==> src/rtl/uart_rxs_pkg.sv <==
package uart_rxs_pkg;

  localparam logic [2:0] A_DATA = 3'd0;
  localparam logic [2:0] A_IER  = 3'd1;
  localparam logic [2:0] A_IIR  = 3'd2;
  localparam logic [2:0] A_LSR  = 3'd5;

  typedef enum logic [3:0] {
    IID_NONE = 4'b0001,
    IID_RLS  = 4'b0110,
    IID_RDA  = 4'b0100,
    IID_CTO  = 4'b1100,
    IID_THRE = 4'b0010
  } iid_e;

  // Trigger-level code to byte count.
  function automatic logic [4:0] trig_level(input logic [1:0] sel);
    case (sel)
      2'd0:    trig_level = 5'd1;
      2'd1:    trig_level = 5'd4;
      2'd2:    trig_level = 5'd8;
      default: trig_level = 5'd14;
    endcase
  endfunction

  // Fixed-priority pick among enabled sources.
  function automatic iid_e iid_pick(input logic rls, input logic rda,
                                    input logic cto, input logic thre);
    if (rls)       iid_pick = IID_RLS;
    else if (rda)  iid_pick = IID_RDA;
    else if (cto)  iid_pick = IID_CTO;
    else if (thre) iid_pick = IID_THRE;
    else           iid_pick = IID_NONE;
  endfunction

endpackage

==> src/rtl/uart_rxs_fifo.sv <==
module uart_rxs_fifo #(
  parameter int DEPTH = 16,
  parameter int W     = 8,
  localparam int AW   = $clog2(DEPTH),
  localparam int CW   = $clog2(DEPTH + 1)
) (
  input  logic          clk,
  input  logic          rst_n,
  input  logic          flush,
  input  logic          push,
  input  logic          pop,
  input  logic [W-1:0]  din,
  output logic [W-1:0]  head,
  output logic [CW-1:0] count,
  output logic          full,
  output logic          empty,
  output logic          pop_done,
  output logic          ovf
);

  logic [W-1:0]  mem [DEPTH];
  logic [AW-1:0] wr_ptr, rd_ptr;
  logic          push_ok;

  function automatic logic [AW-1:0] ptr_inc(input logic [AW-1:0] p);
    ptr_inc = (p == AW'(DEPTH - 1)) ? '0 : p + 1'b1;
  endfunction

  assign empty    = (count == '0);
  assign full     = (count == CW'(DEPTH));
  assign pop_done = pop & ~empty;
  // A slot freed by a same-cycle read may be reused.
  assign push_ok  = push & (~full | pop_done);
  assign ovf      = push & full & ~pop_done;
  assign head     = mem[rd_ptr];

  always_ff @(posedge clk) begin
    if (push_ok) mem[wr_ptr] <= din;
  end

  always_ff @(posedge clk) begin
    if (!rst_n || flush) begin
      wr_ptr <= '0;
      rd_ptr <= '0;
      count  <= '0;
    end else begin
      if (push_ok)  wr_ptr <= ptr_inc(wr_ptr);
      if (pop_done) rd_ptr <= ptr_inc(rd_ptr);
      case ({push_ok, pop_done})
        2'b10:   count <= count + 1'b1;
        2'b01:   count <= count - 1'b1;
        default: count <= count;
      endcase
    end
  end

endmodule

==> src/rtl/uart_rxs_timeout.sv <==
module uart_rxs_timeout #(
  parameter int LIMIT = 32,
  localparam int TW   = $clog2(LIMIT + 1)
) (
  input  logic clk,
  input  logic rst_n,
  input  logic clr,
  output logic hit
);

  logic [TW-1:0] idle_cnt;

  assign hit = (idle_cnt == TW'(LIMIT));

  always_ff @(posedge clk) begin
    if (!rst_n || clr)  idle_cnt <= '0;
    else if (!hit)      idle_cnt <= idle_cnt + 1'b1;
  end

endmodule

==> src/rtl/uart_rxs_iid.sv <==
module uart_rxs_iid
  import uart_rxs_pkg::*;
(
  input  logic [2:0] ier,
  input  logic       line_err,
  input  logic       data_avail,
  input  logic       char_to,
  input  logic       thre_pend,
  output iid_e       iid
);

  assign iid = iid_pick(ier[2] & line_err,
                        ier[0] & data_avail,
                        ier[0] & char_to,
                        ier[1] & thre_pend);

endmodule

==> src/rtl/uart_rx_status.sv <==
module uart_rx_status
  import uart_rxs_pkg::*;
#(
  parameter int DEPTH       = 16,
  parameter int CHAR_CYCLES = 8
) (
  input  logic       clk,
  input  logic       rst_n,
  input  logic       rx_strobe,
  input  logic [7:0] rx_char,
  input  logic       brk_seen,
  input  logic       tx_hold_empty,
  input  logic       reg_rd,
  input  logic       reg_wr,
  input  logic [2:0] reg_addr,
  input  logic [7:0] reg_wdata,
  output logic [7:0] reg_rdata,
  output logic       irq
);

  localparam int CW       = $clog2(DEPTH + 1);
  localparam int TO_LIMIT = 4 * CHAR_CYCLES;

  // Register access events.
  logic rd_rbr, rd_iir, rd_lsr, wr_thr, wr_ier, wr_fcr;
  assign rd_rbr = reg_rd & (reg_addr == A_DATA);
  assign rd_iir = reg_rd & (reg_addr == A_IIR);
  assign rd_lsr = reg_rd & (reg_addr == A_LSR);
  assign wr_thr = reg_wr & (reg_addr == A_DATA);
  assign wr_ier = reg_wr & (reg_addr == A_IER);
  assign wr_fcr = reg_wr & (reg_addr == A_IIR);

  logic       q_mode;
  logic [1:0] trig_sel;
  logic [2:0] ier_q;
  logic       flush;
  assign flush = wr_fcr & (reg_wdata[1] | (reg_wdata[0] != q_mode));

  always_ff @(posedge clk) begin
    if (!rst_n) begin
      q_mode   <= 1'b0;
      trig_sel <= 2'd0;
      ier_q    <= 3'd0;
    end else begin
      if (wr_fcr) begin
        q_mode   <= reg_wdata[0];
        trig_sel <= reg_wdata[7:6];
      end
      if (wr_ier) ier_q <= reg_wdata[2:0];
    end
  end

  // Queue-mode storage.
  logic [7:0]    q_head;
  logic [CW-1:0] q_count;
  logic          q_full, q_empty, q_pop_done, q_ovf;

  uart_rxs_fifo #(.DEPTH(DEPTH), .W(8)) u_fifo (
    .clk      (clk),
    .rst_n    (rst_n),
    .flush    (flush),
    .push     (rx_strobe & q_mode),
    .pop      (rd_rbr & q_mode),
    .din      (rx_char),
    .head     (q_head),
    .count    (q_count),
    .full     (q_full),
    .empty    (q_empty),
    .pop_done (q_pop_done),
    .ovf      (q_ovf)
  );

  logic [7:0] last_q;
  always_ff @(posedge clk) begin
    if (!rst_n)          last_q <= 8'd0;
    else if (q_pop_done) last_q <= q_head;
  end

  // Holding-mode storage.
  logic [7:0] hold_q;
  logic       hold_v;
  logic       hold_ovf;
  assign hold_ovf = ~q_mode & rx_strobe & hold_v & ~rd_rbr;

  always_ff @(posedge clk) begin
    if (!rst_n) begin
      hold_q <= 8'd0;
      hold_v <= 1'b0;
    end else if (flush) begin
      hold_v <= 1'b0;
    end else if (!q_mode) begin
      if (rx_strobe) begin
        hold_q <= rx_char;
        hold_v <= 1'b1;
      end else if (rd_rbr) begin
        hold_v <= 1'b0;
      end
    end
  end

  // Line status.
  logic data_rdy, ovf_evt, oe_q, bi_q, thr_st_q, thre_pend;
  assign data_rdy = q_mode ? ~q_empty : hold_v;
  assign ovf_evt  = q_mode ? q_ovf : hold_ovf;

  always_ff @(posedge clk) begin
    if (!rst_n) begin
      oe_q <= 1'b0;
      bi_q <= 1'b0;
    end else begin
      oe_q <= (oe_q & ~rd_lsr) | ovf_evt;
      bi_q <= (bi_q & ~rd_lsr) | brk_seen;
    end
  end

  // Character timeout.
  logic to_clr, char_to;
  assign to_clr = ~q_mode | q_empty | rx_strobe | rd_rbr | flush;

  uart_rxs_timeout #(.LIMIT(TO_LIMIT)) u_to (
    .clk   (clk),
    .rst_n (rst_n),
    .clr   (to_clr),
    .hit   (char_to)
  );

  // Interrupt identification.
  logic data_avail;
  iid_e iid;
  assign data_avail = q_mode ? (32'(q_count) >= 32'(trig_level(trig_sel))) : hold_v;

  uart_rxs_iid u_iid (
    .ier        (ier_q),
    .line_err   (oe_q | bi_q),
    .data_avail (data_avail),
    .char_to    (char_to & q_mode),
    .thre_pend  (thre_pend),
    .iid        (iid)
  );

  logic thre_ack;
  assign thre_ack = rd_iir & (iid == IID_THRE);

  always_ff @(posedge clk) begin
    if (!rst_n) begin
      thre_pend <= 1'b0;
      thr_st_q  <= 1'b1;
    end else begin
      thre_pend <= tx_hold_empty | (thre_pend & ~wr_thr & ~thre_ack);
      thr_st_q  <= tx_hold_empty | (thr_st_q & ~wr_thr);
    end
  end

  assign irq = (ier_q[2] & (oe_q | bi_q))
             | (ier_q[0] & (data_avail | (char_to & q_mode)))
             | (ier_q[1] & thre_pend);

  always_comb begin
    case (reg_addr)
      A_DATA:  reg_rdata = q_mode ? (q_empty ? last_q : q_head) : hold_q;
      A_IER:   reg_rdata = {5'd0, ier_q};
      A_IIR:   reg_rdata = {q_mode, q_mode, 2'b00, iid};
      A_LSR:   reg_rdata = {2'b00, thr_st_q, bi_q, 2'b00, oe_q, data_rdy};
      default: reg_rdata = 8'd0;
    endcase
  end

endmodule

==> config.mk <==
export PLATFORM = sky130hd
export DESIGN_NAME = uart_rx_status
export DESIGN_NICKNAME = d
export VERILOG_FILES = /design/src/rtl/uart_rxs_pkg.sv /design/src/rtl/uart_rxs_fifo.sv /design/src/rtl/uart_rxs_timeout.sv /design/src/rtl/uart_rxs_iid.sv /design/src/rtl/uart_rx_status.sv
export SDC_FILE = /design/constraint.sdc
export NUM_CORES = 1
export LEC_CHECK = 0
export BUFFER_PORTS_ARGS = -buffer_cell sky130_fd_sc_hd__buf_2
export CAP_MARGIN = 40
export CORE_UTILIZATION = 50
export DETAILED_ROUTE_END_ITERATION = 6
export PLACE_DENSITY_LB_ADDON = 0.1
export RECOVER_POWER = 100
export SETUP_SLACK_MARGIN = 0.1
export SLEW_MARGIN = 20
export SYNTH_ARGS = -nofsm -noshare
export SYNTH_HDL_FRONTEND = slang
export SYNTH_SLANG_ARGS = --single-unit
==> constraint.sdc <==
create_clock -name clk -period 3.9 [get_ports clk]
set_clock_uncertainty 0.1 [all_clocks]
set_input_delay 0 -clock clk [delete_from_list [all_inputs] [get_ports clk]]
set_output_delay 0 -clock clk [all_outputs]
set_load 0.02 [all_outputs]
==> results.md, run 1 <==
Power:
- IR analysis of the VDD net gives a maximum drop of about 450 uV.
- In this run the power density over the cells is around 440 nW/um^2.
- The static power due to leakage is approximately 0.0029 uW.

Clocking:
- The maximum root-to-sink buffer count is 2.
- The later-pin clock latency in the skew report is between 400 and 500 ps.
- The count of buffers added by post-CTS timing repair for setup is 0.
- In this run the number of H-tree levels came out at 4.
- Counting every sink on the clock net gives 178.
- After clock tree synthesis, the clock-pin slew on the worst setup and hold paths is around 70 ps.
- The CTS tree is built.
- The post-cts sizing count is 0.
- The post-cts hold buffer count is 28.
- The buffer type at the clock tree root is clkbuf_16.
- The number of buffers created by CTS is 17.

Synthesis:
- Yosys attributes the largest share of cell area to edfxtp_1 (50%), dfxtp_1 (13%), mux4_2 (7.6%), mux2i_1 (2.3%), ha_1 (2.3%).
- The share of synthesized area in the top cell type comes to between 50% and 60%.
- Summed over all instances, the cell type with the most area after synthesis is edfxtp_1.
- The number of warnings printed during yosys synthesis is 0.
- Averaged over all synthesized cells, the footprint is between 10 and 15 um^2.
- The post-synthesis cell count is around 530.
- The post-synthesis sequential element count is approximately 180.
- In the synthesized netlist the async set-or-reset flop fraction comes to 0%.
- In this run, distinct cell masters in the synthesized netlist total 65.
- Counting every net in the synthesized netlist gives 570.
- edfxtp_1 is the most common cell in the netlist.
- In the synthesized netlist the dominant register cell turns out to be edfxtp_1.
- Sequential elements use between 60% and 70% of the synthesized area.
- The number of synthesized flops with an enable pin is between 100 and 150.
- Sorting the synthesized cells by how often they occur yields edfxtp_1 (128), dfxtp_1 (50), nor2_1 (43).
- Summing every instance area after synthesis gives roughly 7700 um^2.

Outcome:
- The checks that failed: capacitance limit, slew limit.
- The run finished, with violations left.

Hold path:
- In this run the worst hold path is classified as primary input to flop.
- Along the worst hold path, the cell count comes to 4.

Die:
- The top-level I/O count is 35.
- For this configuration, the core starts out at a cell density of a little over half.
- The die is between 100 and 150 um wide.
- The die is approximately 130 um tall.
- The area of the die is between 15000 and 20000 um^2.
- The number of core rows is 44.
- The total area inside the core boundary comes to between 10000 and 15000 um^2.

GRT:
- The first global-routing pass estimated between 20000 and 25000 um of wire.
- The number of global-route vias before repair came to 4523.
- The global route total overflow is 0.
- The largest net degree at the start of global routing is 33.
- For this run, the total global-route usage over all layers was measured as a little over a fifth.
- The initial antenna violation count is 0.

Route:
- For this run, the detailed router's first-pass iteration total came to 4.
- The violation count after the first detailed-routing iteration is roughly 360.
- The number of routed nets with antenna violations is 0.
- For this block, the routed nets add up to ~16000 um of wire.
- The detail-routed net length per standard cell is between 15 and 20 um.
- The highest layer touched by signal routing is met4.
- The number of vias in the routed layout is approximately 4600.
- The ratio of routed vias to standard cells is around 5.8.
- For this block, wires on met1 add up to approximately 6800 um.
- The number of DRC violations after detailed routing is 0.
- The routed length on met2 is ~7900 um.
- After detailed routing, the met3 layer carries slightly below 1000 um of wire.

Layout:
- The post-layout net count is ~640.
- The fraction of final layout cells with drive strength greater than 1 is between 10% and 20%.
- From synthesis to final layout, the design area changed by 15.01%.
- The diode insertion count for antenna repair is 0.

Critical path:
- The maximum fanout along the worst path is 10.
- The critical path capture point type is a flop.
- Data on the critical path is required at its endpoint by around 4200 ps.
- STA classifies the critical path startpoint as a primary input.
- The data arrival time of the worst path is 3480 ps.
- The setup path with the least slack is of type primary input to flop.
- The worst reg2reg path depth is 11.

Place:
- Detailed placement finished with a half-perimeter wire length of 10320 um.
- Input and output buffers added on the ports amount to 31.
- The weighted congestion at the end of routability-driven global placement is roughly 0.83.

STA:
- The number of endpoints with negative hold slack in the final report is 0.
- The highest achievable clock rate is around 310 MHz.
- The smallest clock period supported by the final layout is computed as between 3000 and 4000 ps.
- Setup violations remaining at the end of the flow were counted as 0.
- The worst hold slack across all endpoints is about 16 ps.
- The final number of max-transition violations is 9.
- For the pin with the worst max-slew slack, the measured transition is about 1500 ps.
- The final critical path takes up around 83% of the cycle.
- Setup repair after global routing left no endpoint under its margin.
- The summed negative setup slack over all endpoints is 0 ps.
- Measured against its own limit, the worst slew margin works out to -4.062%.

Flow run:
- Max-cap violations in this run came to 1.
metrics by stage:
stage / setup WS [ps] / std cells / cell area, um^2 / total power, uW / utilization, %
2_1_floorplan: 1177 / 529 / 7679 / 2149 / -
3_3_place_gp: 892.2 / 732 / 8015 / 2202 / 54.33
3_5_place_dp: 818.2 / 733 / 8035 / 2205 / 54.46
4_1_cts: 793.0 / 793 / 8902 / 3905 / 60.34
5_1_grt: 444.1 / 800 / 8831 / 3979 / 59.85
6_report: 673.3 / 800 / 8831 / 3870 / 59.85
cells by family (layout without fill, tap and decap cells):
kind of cell    after synthesis  in the layout  share of synthesized area, %
fa+ha+maj                    15             15                         2.542
xor+xnor                     11             11                         1.255
mux                          51             51                         12.22
compound gates               84             84                         8.229
simple gates                153            153                         10.30
buf+inv                      37            124                         2.363
flops                       178            178                         63.09
registers in the layout, summed over array words and instances (netlist names), 2 cells and up, named ones only:
register,cells
u_fifo.mem,128
hold_q,8
last_q,8
u_to.idle_cnt,6
u_fifo.count,5
u_fifo.rd_ptr,4
u_fifo.wr_ptr,4
ier_q,3
trig_sel,2
worst max-delay path, stage by stage:
cell and delay (ps):
dlygate4sd3_1 530, clkbuf_1 250, or4b_1 570, a211oi_4 510
nand2_1 180, inv_1 130, ha_1 270, nor2b_1 140
o21a_1 170, or4_1 440, nand3_1 100, nor3b_1 170
placed cells by master (no fill, tap or decap), types with 2 or more instances in the layout:
| cell type | Yosys | routed |
|---|---|---|
| a22o_1 | 11 | 11 |
| inv_8 | 0 | 6 |
| a21oi_1 | 15 | 15 |
| nor3_1 | 11 | 11 |
| o21ai_0 | 10 | 12 |
| nor2b_1 | 20 | 20 |
| xor2_1 | 5 | 5 |
| a31oi_1 | 5 | 6 |
| nand3_1 | 12 | 13 |
| a221o_1 | 3 | 3 |
| inv_1 | 14 | 14 |
| a41oi_1 | 2 | 2 |
| nand2b_1 | 5 | 5 |
| and3_1 | 2 | 2 |
| mux4_2 | 26 | 26 |
| clkbuf_1 | 9 | 33 |
| buf_2 | 6 | 11 |
| a21boi_0 | 3 | 3 |
| nor3b_1 | 4 | 4 |
| mux4_1 | 6 | 6 |
| nor4_1 | 2 | 2 |
| nor2_1 | 43 | 43 |
| o2bb2ai_1 | 2 | 2 |
| inv_6 | 0 | 2 |
| nand2_1 | 38 | 38 |
| a22oi_1 | 13 | 13 |
| or4_1 | 2 | 3 |
| dfxtp_1 | 50 | 50 |
| nand3b_1 | 2 | 2 |
| clkinvlp_4 | 0 | 2 |
| buf_4 | 1 | 4 |
| clkinv_4 | 0 | 3 |
| dlygate4sd3_1 | 0 | 28 |
| mux2i_1 | 18 | 18 |
| xnor2_1 | 6 | 6 |
| edfxtp_1 | 128 | 128 |
| o21a_1 | 3 | 3 |
| clkbuf_16 | 0 | 17 |
| o211ai_1 | 4 | 5 |
| ha_1 | 14 | 14 |
layout make-up:
| class | instances | area (um^2) |
|---|---|---|
| Sequential cell | 178 | 4845 |
| Clock inverter | 15 | 161.4 |
| Multi-Input combinational cell | 314 | 2604 |
| Timing Repair Buffer | 77 | 509.2 |
| Clock buffer | 17 | 425.4 |
| Inverter | 15 | 56.30 |
| Fill cell | 1193 | 5923 |
| Tap cell | 184 | 230.2 |
power breakdown:
| group | total [uW] | internal (uW) | switching, uW |
|---|---|---|---|
| registers | 2040 | 2030 | 8.17 |
| logic | 134 | 55.1 | 79.4 |
| clock network | 1690 | 910 | 783 |
| total | 3870 | 3000 | 870 |
worst paths after layout:
path                           from                           end  slack, ps
max                          reg_rd  u_fifo.count[4]$_SDFFE_PP0P_        670
min                     reg_addr[1]               oe_q$_SDFF_PN0_         20
min reg2reg  last_q[5]$_SDFFE_PN0N_        last_q[5]$_SDFFE_PN0N_        370
max reg2reg     q_mode$_SDFFE_PN0P_  u_fifo.count[4]$_SDFFE_PP0P_        830
metal layers:
metal / vias up / global-route usage [%]
li1: 2180 / -
met1: 2284 / 28.57
met2: 129 / 34.61
met3: 12 / 4.376
met4: 0 / 6.804
met5: - / 0
No activity file was read; power rests on OpenSTA's default activity.
==> run 2: changes to the inputs <==
--- a/config.mk
+++ b/config.mk
@@ -5,6 +5,7 @@
 export SDC_FILE = /design/constraint.sdc
 export NUM_CORES = 1
 export LEC_CHECK = 0
+export ABC_AREA = 1
 export BUFFER_PORTS_ARGS = -buffer_cell sky130_fd_sc_hd__buf_2
 export CAP_MARGIN = 40
 export CORE_UTILIZATION = 50
==> constraint.sdc (replaced) <==
create_clock -name clk -period 3.1 [get_ports clk]
set_clock_uncertainty 0.1 [all_clocks]
set_input_delay 0 -clock clk [delete_from_list [all_inputs] [get_ports clk]]
set_output_delay 0 -clock clk [all_outputs]
set_load 0.02 [all_outputs]
==> results.md, run 2 <==
Layout:
- The layout overhead on the synthesized area is 15.29%.
- The library cells used most frequently in the layout, excluding fill and tap cells, are nand2_1 (131), edfxtp_1 (128), inv_1 (122).
- The area of the multi-input gates is between 2000 and 2500 um^2.
- Across the whole layout, storage elements account for 4850 um^2.
- The diode insertion count for antenna repair is 0.
- The largest registers in the layout are u_fifo.mem: 128 flops, hold_q: 8 flops, last_q: 8 flops.
- The most common library cell in the layout ignoring fill and taps is nand2_1.
- The share of the core filled with cells is between 50% and 60%.
- In the final layout, the share of cells above drive strength 1 is under 10%.
- The register with the most flip-flops in the layout has 128 of them.
- The post-layout net count is between 900 and 1000.
- The count of filler cells inserted in the layout is between 1000 and 1500.
- u_fifo.mem holds more flip-flops than any other register.

Synthesis:
- The post-synthesis cell count is about 820.
- The share of synthesized registers carrying an async set or reset is 0%.
- Sequential elements use 60.55% of the synthesized area.
- The biggest area contributor in the post-synthesis netlist is edfxtp_1.
- The netlist uses 37 different library cells.
- Counting flops and latches in the post-synthesis netlist gives ~180.
- Counting flops with a built-in enable in the synthesized netlist gives 128.
- The most frequent cell after synthesis is edfxtp_1.
- The top cell type's share of synthesized area is around half.
- By count the netlist is led by edfxtp_1 (128), nand2_1 (127), inv_1 (120).
- The combined area of all synthesized cells is around 8000 um^2.
- Sorting the synthesized cells by area gives the leading types as edfxtp_1 (48%), dfxtp_1 (13%), nand2_1 (6.0%), inv_1 (5.6%), nand3_1 (3.8%).
- When the netlist entered floorplanning its net count stood at 857.
- The mean cell area of the mapped netlist is roughly 9.8 um^2.
- During synthesis, Yosys emitted a total of 0 warnings.
- The most instantiated flip-flop cell in the synthesis netlist is edfxtp_1.

Critical path:
- The most prevalent standard cell on the critical path is nand2_1.
- The largest individual stage delay along the critical path comes from the cell nor2_1.
- The delay of the slowest cell on the worst path is around 560 ps.
- The sum of buffers and inverters on the critical path is 3.
- Among cell families on the critical path, the largest total delay comes from simple AND/OR/NAND/NOR gates.
- STA puts the critical path data required time at between 3000 and 4000 ps.
- The register-to-register setup slack is roughly 380 ps.
- In this run the worst path has a maximum fanout of 13.
- The kind of critical path is flop to flop.
- Data arrives at the worst endpoint at between 2000 and 3000 ps.
- The worst setup path is captured at a flop.
- STA classifies the critical path startpoint as a flop.
- The signal on the critical path passes through inv_1 -> nand4_1 -> nand2_1 -> inv_2 -> nand2_2 -> nand3_1 -> nand2_4 -> inv_4 -> nand2_1 -> nor2_1.

STA:
- The summed negative setup slack over all endpoints is 0 ps.
- The highest achievable clock rate is between 300 and 400 MHz.
- The worst pin sits at a relative slew slack of around a quarter.
- The final number of max-transition violations came to 0.
- Setup violations remaining at the end of the flow were counted as 0.
- The post-route minimum period is around 2700 ps.
- The number of endpoints with negative hold slack in the final report was 0.
- Setup repair after global routing left no endpoint under its margin.
- The final cycle utilization of the critical path is a little under 90%.
- For the pin with the worst max-slew slack, the measured transition is 1110 ps.

Route:
- The detailed-routing iteration count for the pre-antenna-repair pass is 5.
- After the first detailed-routing iteration, the DRC count stood at roughly 450.
- In the routed design, unresolved DRC markers number 0.
- After detailed routing, the average wire length per cell comes to 15.85 um.
- Using the TritonRoute via totals, the vias-per-cell ratio works out to 5.213.
- For this block, the routed nets add up to between 15000 and 20000 um of wire.
- The routed layout has between 5000 and 6000 vias.
- In this run the remaining antenna-violating nets after routing total 0.

Clocking:
- The maximum root-to-sink buffer count is 2.
- The total clock sinks is between 150 and 200.
- After clock tree synthesis, the clock-pin slew on the worst setup and hold paths is approximately 60 ps.
- The cell sitting at the root of the clock tree is a clkbuf_16.
- The number of buffers created by CTS is 17.
- After clock tree synthesis, the flow added hold-fix buffers numbering 33.
- The later-pin clock latency in the skew report is 430 ps.
- The count of buffers added by post-CTS timing repair for setup is 0.
- The maximum level of the CTS H-tree is 4.
- The number of gates resized after CTS was 0.
- The CTS tree is built.

Flow run:
- The tool flagged a number of max-cap violations equal to 0.

GRT:
- For this run, the total global-route usage over all layers was measured as between 20% and 30%.
- Entering global routing, the biggest net connects between 60 and 70 pins.
- The number of global-route vias before repair is about 5600.
- The first-pass GRT wire length is between 20000 and 30000 um.
- The initial antenna violation count was 0.
- The global route total overflow is 0.

Power:
- The total internal power is between 3000 and 4000 uW.
- For this design the ratio of total power to cell area is about 530 nW/um^2.
- The sequential cell fraction of total power is a little over half.
- The worst ir drop on vdd is about 400 uV.
- The analysis attributes to net switching a power of between 1000 and 1500 uW.
- The clock network power share is between 40% and 50%.
- The completed layout was analyzed and its total power is between 4000 and 5000 uW.
- The combinational share of power is approximately 4%.
- The static power due to leakage is between 0.003 and 0.004 uW.
- Net switching is 20.98% of the power.

Place:
- Summed over all nets, the half-perimeter wirelength after detailed placement is 11730 um.
- At the end of routability-driven placement, the weighted congestion stood at around 0.95.
- Buffers placed on the I/O ports in this run total 31.

Die:
- In this run the vertical extent of the chip is between 100 and 150 um.
- The floorplan core area is approximately 15000 um^2.
- The initial utilization of the core area, before any placement, comes to 51.87%.
- The die covers ~17000 um^2.
- In this run the horizontal extent of the chip is 128.5 um.
- The number of core rows is 45.
- During I/O placement, the number of pins put on the boundary was 35.

Hold path:
- The class of the tightest hold or removal check is primary input to flop.

Outcome:
- The flow ran to the end, and the final reports show no timing, DRC or antenna violations.
[run 2: stage by stage]
step	cell area, um^2	worst slack, ps	hold WS, ps	instances
2_1_floorplan	8001	930.6	-1.131	816
3_3_place_gp	8441	448.9	115.1	1044
3_5_place_dp	8441	406.0	135.8	1044
4_1_cts	9355	384.0	41.25	1109
5_1_grt	9225	91.30	115.9	1109
6_report	9225	377.9	73.28	1109
[run 2: tightest hold or removal path, cell delays in order]
cell	delay (ps)
buf_2	120
nor3_1	110
inv_1	100
o21ai_0	90
a31oi_1	150
[run 2: power groups by stage]
stage	registers (uW)	logic (uW)	clock network, uW
after floorplan	2620	91.3	0
after global placement	2630	166	0
after detailed placement	2630	169	0
final	2580	190	2090
after CTS	2580	199	2120
after global routing	2580	211	2220
[run 2: kinds of logic after synthesis]
kind of cell / count (synthesis) / synth area share [%]
AOI/OAI and AO/OA: 161 / 11.79
xor gates and xnor gates: 10 / 1.095
adders and majority gates: 15 / 2.439
buffers and inverters: 158 / 7.678
DFF: 178 / 60.55
and+or+nand+nor: 294 / 16.45
[run 2: worst paths after layout]
kind                                                    start                          to  cells after the start
worst max-delay path             u_fifo.count[4]$_SDFFE_PP0P_  u_fifo.mem[8][1]$_DFFE_PP_                     10
worst min register to register  u_fifo.rd_ptr[2]$_SDFFE_PP0N_                        flop                      2
worst max register to register   u_fifo.count[4]$_SDFFE_PP0P_  u_fifo.mem[8][1]$_DFFE_PP_                     10
worst min-delay path                              reg_addr[1]             oe_q$_SDFF_PN0_                      5
[run 2: cell type report]
cell class	count	share of cell area, %
Sequential cell	178	52.57
Multi-Input combinational cell	480	26.85
Timing Repair Buffer	80	6.130
Clock buffer	22	5.262
Inverter	128	5.249
Tap cell	211	2.862
Clock inverter	10	1.071
[run 2: layer usage]
metal  share of wire, %  routed length [um]  GRT usage [%]
met2                 48                8487          37.20
met4                1.7                 298          8.651
met3                4.6                 810          4.699
met1                 45                7983          30.99
met5                  0                   0              0
==> run 3: changes to the inputs <==
--- a/config.mk
+++ b/config.mk
@@ -10,10 +10,12 @@
 export CAP_MARGIN = 40
 export CORE_UTILIZATION = 50
 export DETAILED_ROUTE_END_ITERATION = 6
+export GPL_TIMING_DRIVEN = 1
 export PLACE_DENSITY_LB_ADDON = 0.1
 export RECOVER_POWER = 100
 export SETUP_SLACK_MARGIN = 0.1
 export SLEW_MARGIN = 20
 export SYNTH_ARGS = -nofsm -noshare
 export SYNTH_HDL_FRONTEND = slang
+export SYNTH_HIERARCHICAL = 1
 export SYNTH_SLANG_ARGS = --single-unit
==> results.md, run 3 <==
Synthesis:
- The post-synthesis cell type count is 38.
- The most frequent cell after synthesis is edfxtp_1.
- Sorting the synthesized cells by area gives the leading types as edfxtp_1 (48%), dfxtp_1 (12%), nand2_1 (4.7%), inv_1 (4.5%), o21ai_0 (4.1%).
- The sequential-to-total area share from yosys stat is between 50% and 60%.
- The top cell type's share of synthesized area is a little under half.
- During synthesis, Yosys emitted a total of 6 warnings.
- After synthesis, the share of flip-flops with an asynchronous set or reset is 0%.
- After synthesis the cells add up to ~8100 um^2.
- Counting flops with a built-in enable in the synthesized netlist gives approximately 130.
- When the netlist entered floorplanning its net count stood at roughly 820.
- The mean cell area of the mapped netlist is around 10 um^2.
- The post-synthesis cell type with the largest combined area is edfxtp_1.
- After technology mapping, the gate count stands at 784.
- The most instantiated flip-flop cell in the synthesis netlist is edfxtp_1.
- After synthesis, the most frequently instantiated cells are edfxtp_1 (128), nand2_1 (101), inv_1 (97).
- In this run, synthesis produced a sequential element count of 178.

Critical path:
- The worst setup path is captured at an output pin.
- The data arrival time of the worst path is 2630 ps.
- The type of origin of the critical path is a flop.
- The maximum fanout along the worst path is 20.
- Data on the critical path is required at its endpoint by approximately 3000 ps.
- The worst setup path is of the flop to output pin kind.

Route:
- The routed layout has between 5000 and 6000 vias.
- In this run the remaining antenna-violating nets after routing total 0.
- In this run, the number of DRC markers left after iteration 0 of detailed routing was ~380.
- After detailed routing, the number of remaining DRC violations is 0.
- The first detailed-routing pass took 6 iterations.
- The detailed-route wire length is about 18000 um.
- Using the TritonRoute via totals, the vias-per-cell ratio works out to between 5 and 6.
- The detail-routed net length per standard cell is 16.38 um.

Layout:
- The most common library cell in the layout ignoring fill and taps is edfxtp_1.
- The flip-flop count of the largest register, all copies and words added is around 130.
- The register containing the most flip-flops in the final layout is u_fifo/mem.
- The fraction of final layout cells with drive strength greater than 1 is 9.529%.
- The count of filler cells inserted in the layout is 1365.
- For this run, the number of standard cells in the final layout without fillers is 1087.
- After the last flow step, the layout net total stands at between 800 and 900.
- Once layout is complete, the utilization of the core stands at between 50 and 60%.
- The largest registers in the layout are u_fifo/mem: 128 flops, hold_q: 8 flops, last_q: 8 flops.
- In the layout the commonest cells are edfxtp_1 (128), nand2_1 (104), inv_1 (98).
- The layout overhead on the synthesized area is 15.41%.
- The diode insertion count for antenna repair is 0.

Clocking:
- The H-tree generated during clock tree synthesis spans 4 levels.
- Gates resized during post-CTS repair numbered 0.
- For the worst-skew pair, the clock arrives at the later sink with an insertion delay of between 400 and 500 ps.
- TritonCTS built the clock tree.
- The number of buffers created by CTS is 17.
- The clock net in this run drives a total of between 150 and 200 sinks.
- The clock-pin slew reported for the worst setup and hold paths after clock tree synthesis is around 60 ps.
- The maximum root-to-sink buffer count is 2.
- The buffer type at the clock tree root is clkbuf_16.

Flow run:
- The number of max-capacitance violations reported is 0.

GRT:
- After global routing the overflow that remains totals 0.
- The total global-route track usage is around 23%.
- The initial antenna violation count is 0.
- The number of global-route vias before repair came to roughly 5400.
- The first-pass GRT wire length is 27720 um.
- Entering global routing, the biggest net connects 33 pins.

Die:
- The vertical die dimension is around 130 um.
- The floorplan has 46 rows.
- The area of the die is around 17000 um^2.
- In this run the count of I/O pins placed on the die edge is 35.
- The die boundary width is 129.2 um.
- The core region is between 15000 and 20000 um^2.
- The initial utilization of the core area, before any placement, comes to about 51%.

STA:
- The number of endpoints with negative hold slack in the final report was 0.
- Setup violations remaining at the end of the flow were counted as 0.
- The final number of max-transition violations was 0.
- At the pin with the least slew margin, the transition time is ~960 ps.
- Dividing the final minimum period by the clock period gives 88.08%.
- The worst hold slack across all endpoints is between 9 and 10 ps.
- The summed negative setup slack over all endpoints is 0 ps.
- The worst path meets setup with between 300 and 400 ps of slack.
- Based on the critical path, the design can be clocked at up to 366.2 MHz.
- The relative slew slack is between 30 and 40%.
- Setup repair after global routing left no endpoint under its margin.
- The post-route minimum period is about 2700 ps.

Place:
- OpenSTA, run right after detailed placement, puts the worst setup slack at about 540 ps.
- Buffers placed on the I/O ports in this run total 31.
- The post-DP HPWL is ~12000 um.
- The placed instance count is 1025.
- At the end of routability-driven placement, the weighted congestion stood at roughly 0.88.

Power:
- Summed over all cells, the static leakage comes to 0.003478 uW.
- The worst ir drop on vdd is approximately 460 uV.
- In this run the power density over the cells is 537.7 nW/um^2.

Outcome:
- The flow ran to the end, and the final reports show no timing, DRC or antenna violations.

Hold path:
- The tightest min-delay check is of the primary input to flop type.
run 3: cell families after synthesis:
| family | share of synthesized area (%) |
|---|---|
| adders and majority gates | 2.012 |
| AOI/OAI and AO/OA | 11.51 |
| buffers and inverters | 6.778 |
| DFF | 59.92 |
| xor gates and xnor gates | 0.6499 |
| muxes | 3.962 |
| and+or+nand+nor | 15.17 |
run 3: final timing paths:
path	from	to	slack (ps)	cells after the start
max	flop	reg_rdata[7]	370	10
min	reg_addr[1]	trig_sel[1]$_SDFFE_PN0P_	10	5
max reg2reg	q_mode$_SDFFE_PN0P_	u_fifo/count[4]$_SDFFE_PP0P_	420	13
min reg2reg	hold_q[7]$_SDFFE_PN0P_	hold_q[7]$_SDFFE_PN0P_	370	2
run 3: per-stage QoR:
step | cell area (um^2) | power, uW
2_1_floorplan | 8085 | 2728
3_3_place_gp | 8537 | 2808
3_5_place_dp | 8537 | 2813
4_1_cts | 9443 | 5059
5_1_grt | 9331 | 5160
6_report | 9331 | 5018
run 3: cell type report:
cell class,instances,area [um^2],share of cell area (%)
Clock buffer,18,429.2,4.599
Clock inverter,14,186.4,1.998
Inverter,105,397.9,4.264
Multi-Input combinational cell,472,2646,28.36
Sequential cell,178,4848,51.96
Tap cell,216,270.3,2.896
Timing Repair Buffer,84,553.0,5.927
run 3: what timing repair did:
action / CTS / global route
hold buffers: 29 / 0
endpoints found under the setup margin: 0 / 0
buffers inserted: 0 / 0
hold endpoints to repair: 158 / 0
run 3: power by group:
part           switching (uW)  total (uW)  internal [uW]
combinational             135         206           71.6
sequential               11.6        2570           2560
clock                     892        2240           1350
total                    1040        5020           3980
run 3: worst max-delay path, cell delays in order, from the launching register on:
cell	delay [ps]
dfxtp_4	540
buf_4	260
mux2i_1	240
o21ai_0	140
o211ai_1	320
nand2_1	160
nand2_1	90
nand3_1	80
nand2_1	60
o21ai_0	100
clkbuf_1	190
run 3: layer usage:
| layer | vias up | part of all wire (%) | global-route usage, % |
|---|---|---|---|
| met5 | - | 0 | 0 |
| met4 | 0 | 1.6 | 7.682 |
| met3 | 24 | 3.9 | 4.748 |
| met2 | 114 | 47 | 36.78 |
| met1 | 2694 | 47 | 30.19 |
| li1 | 2832 | - | - |
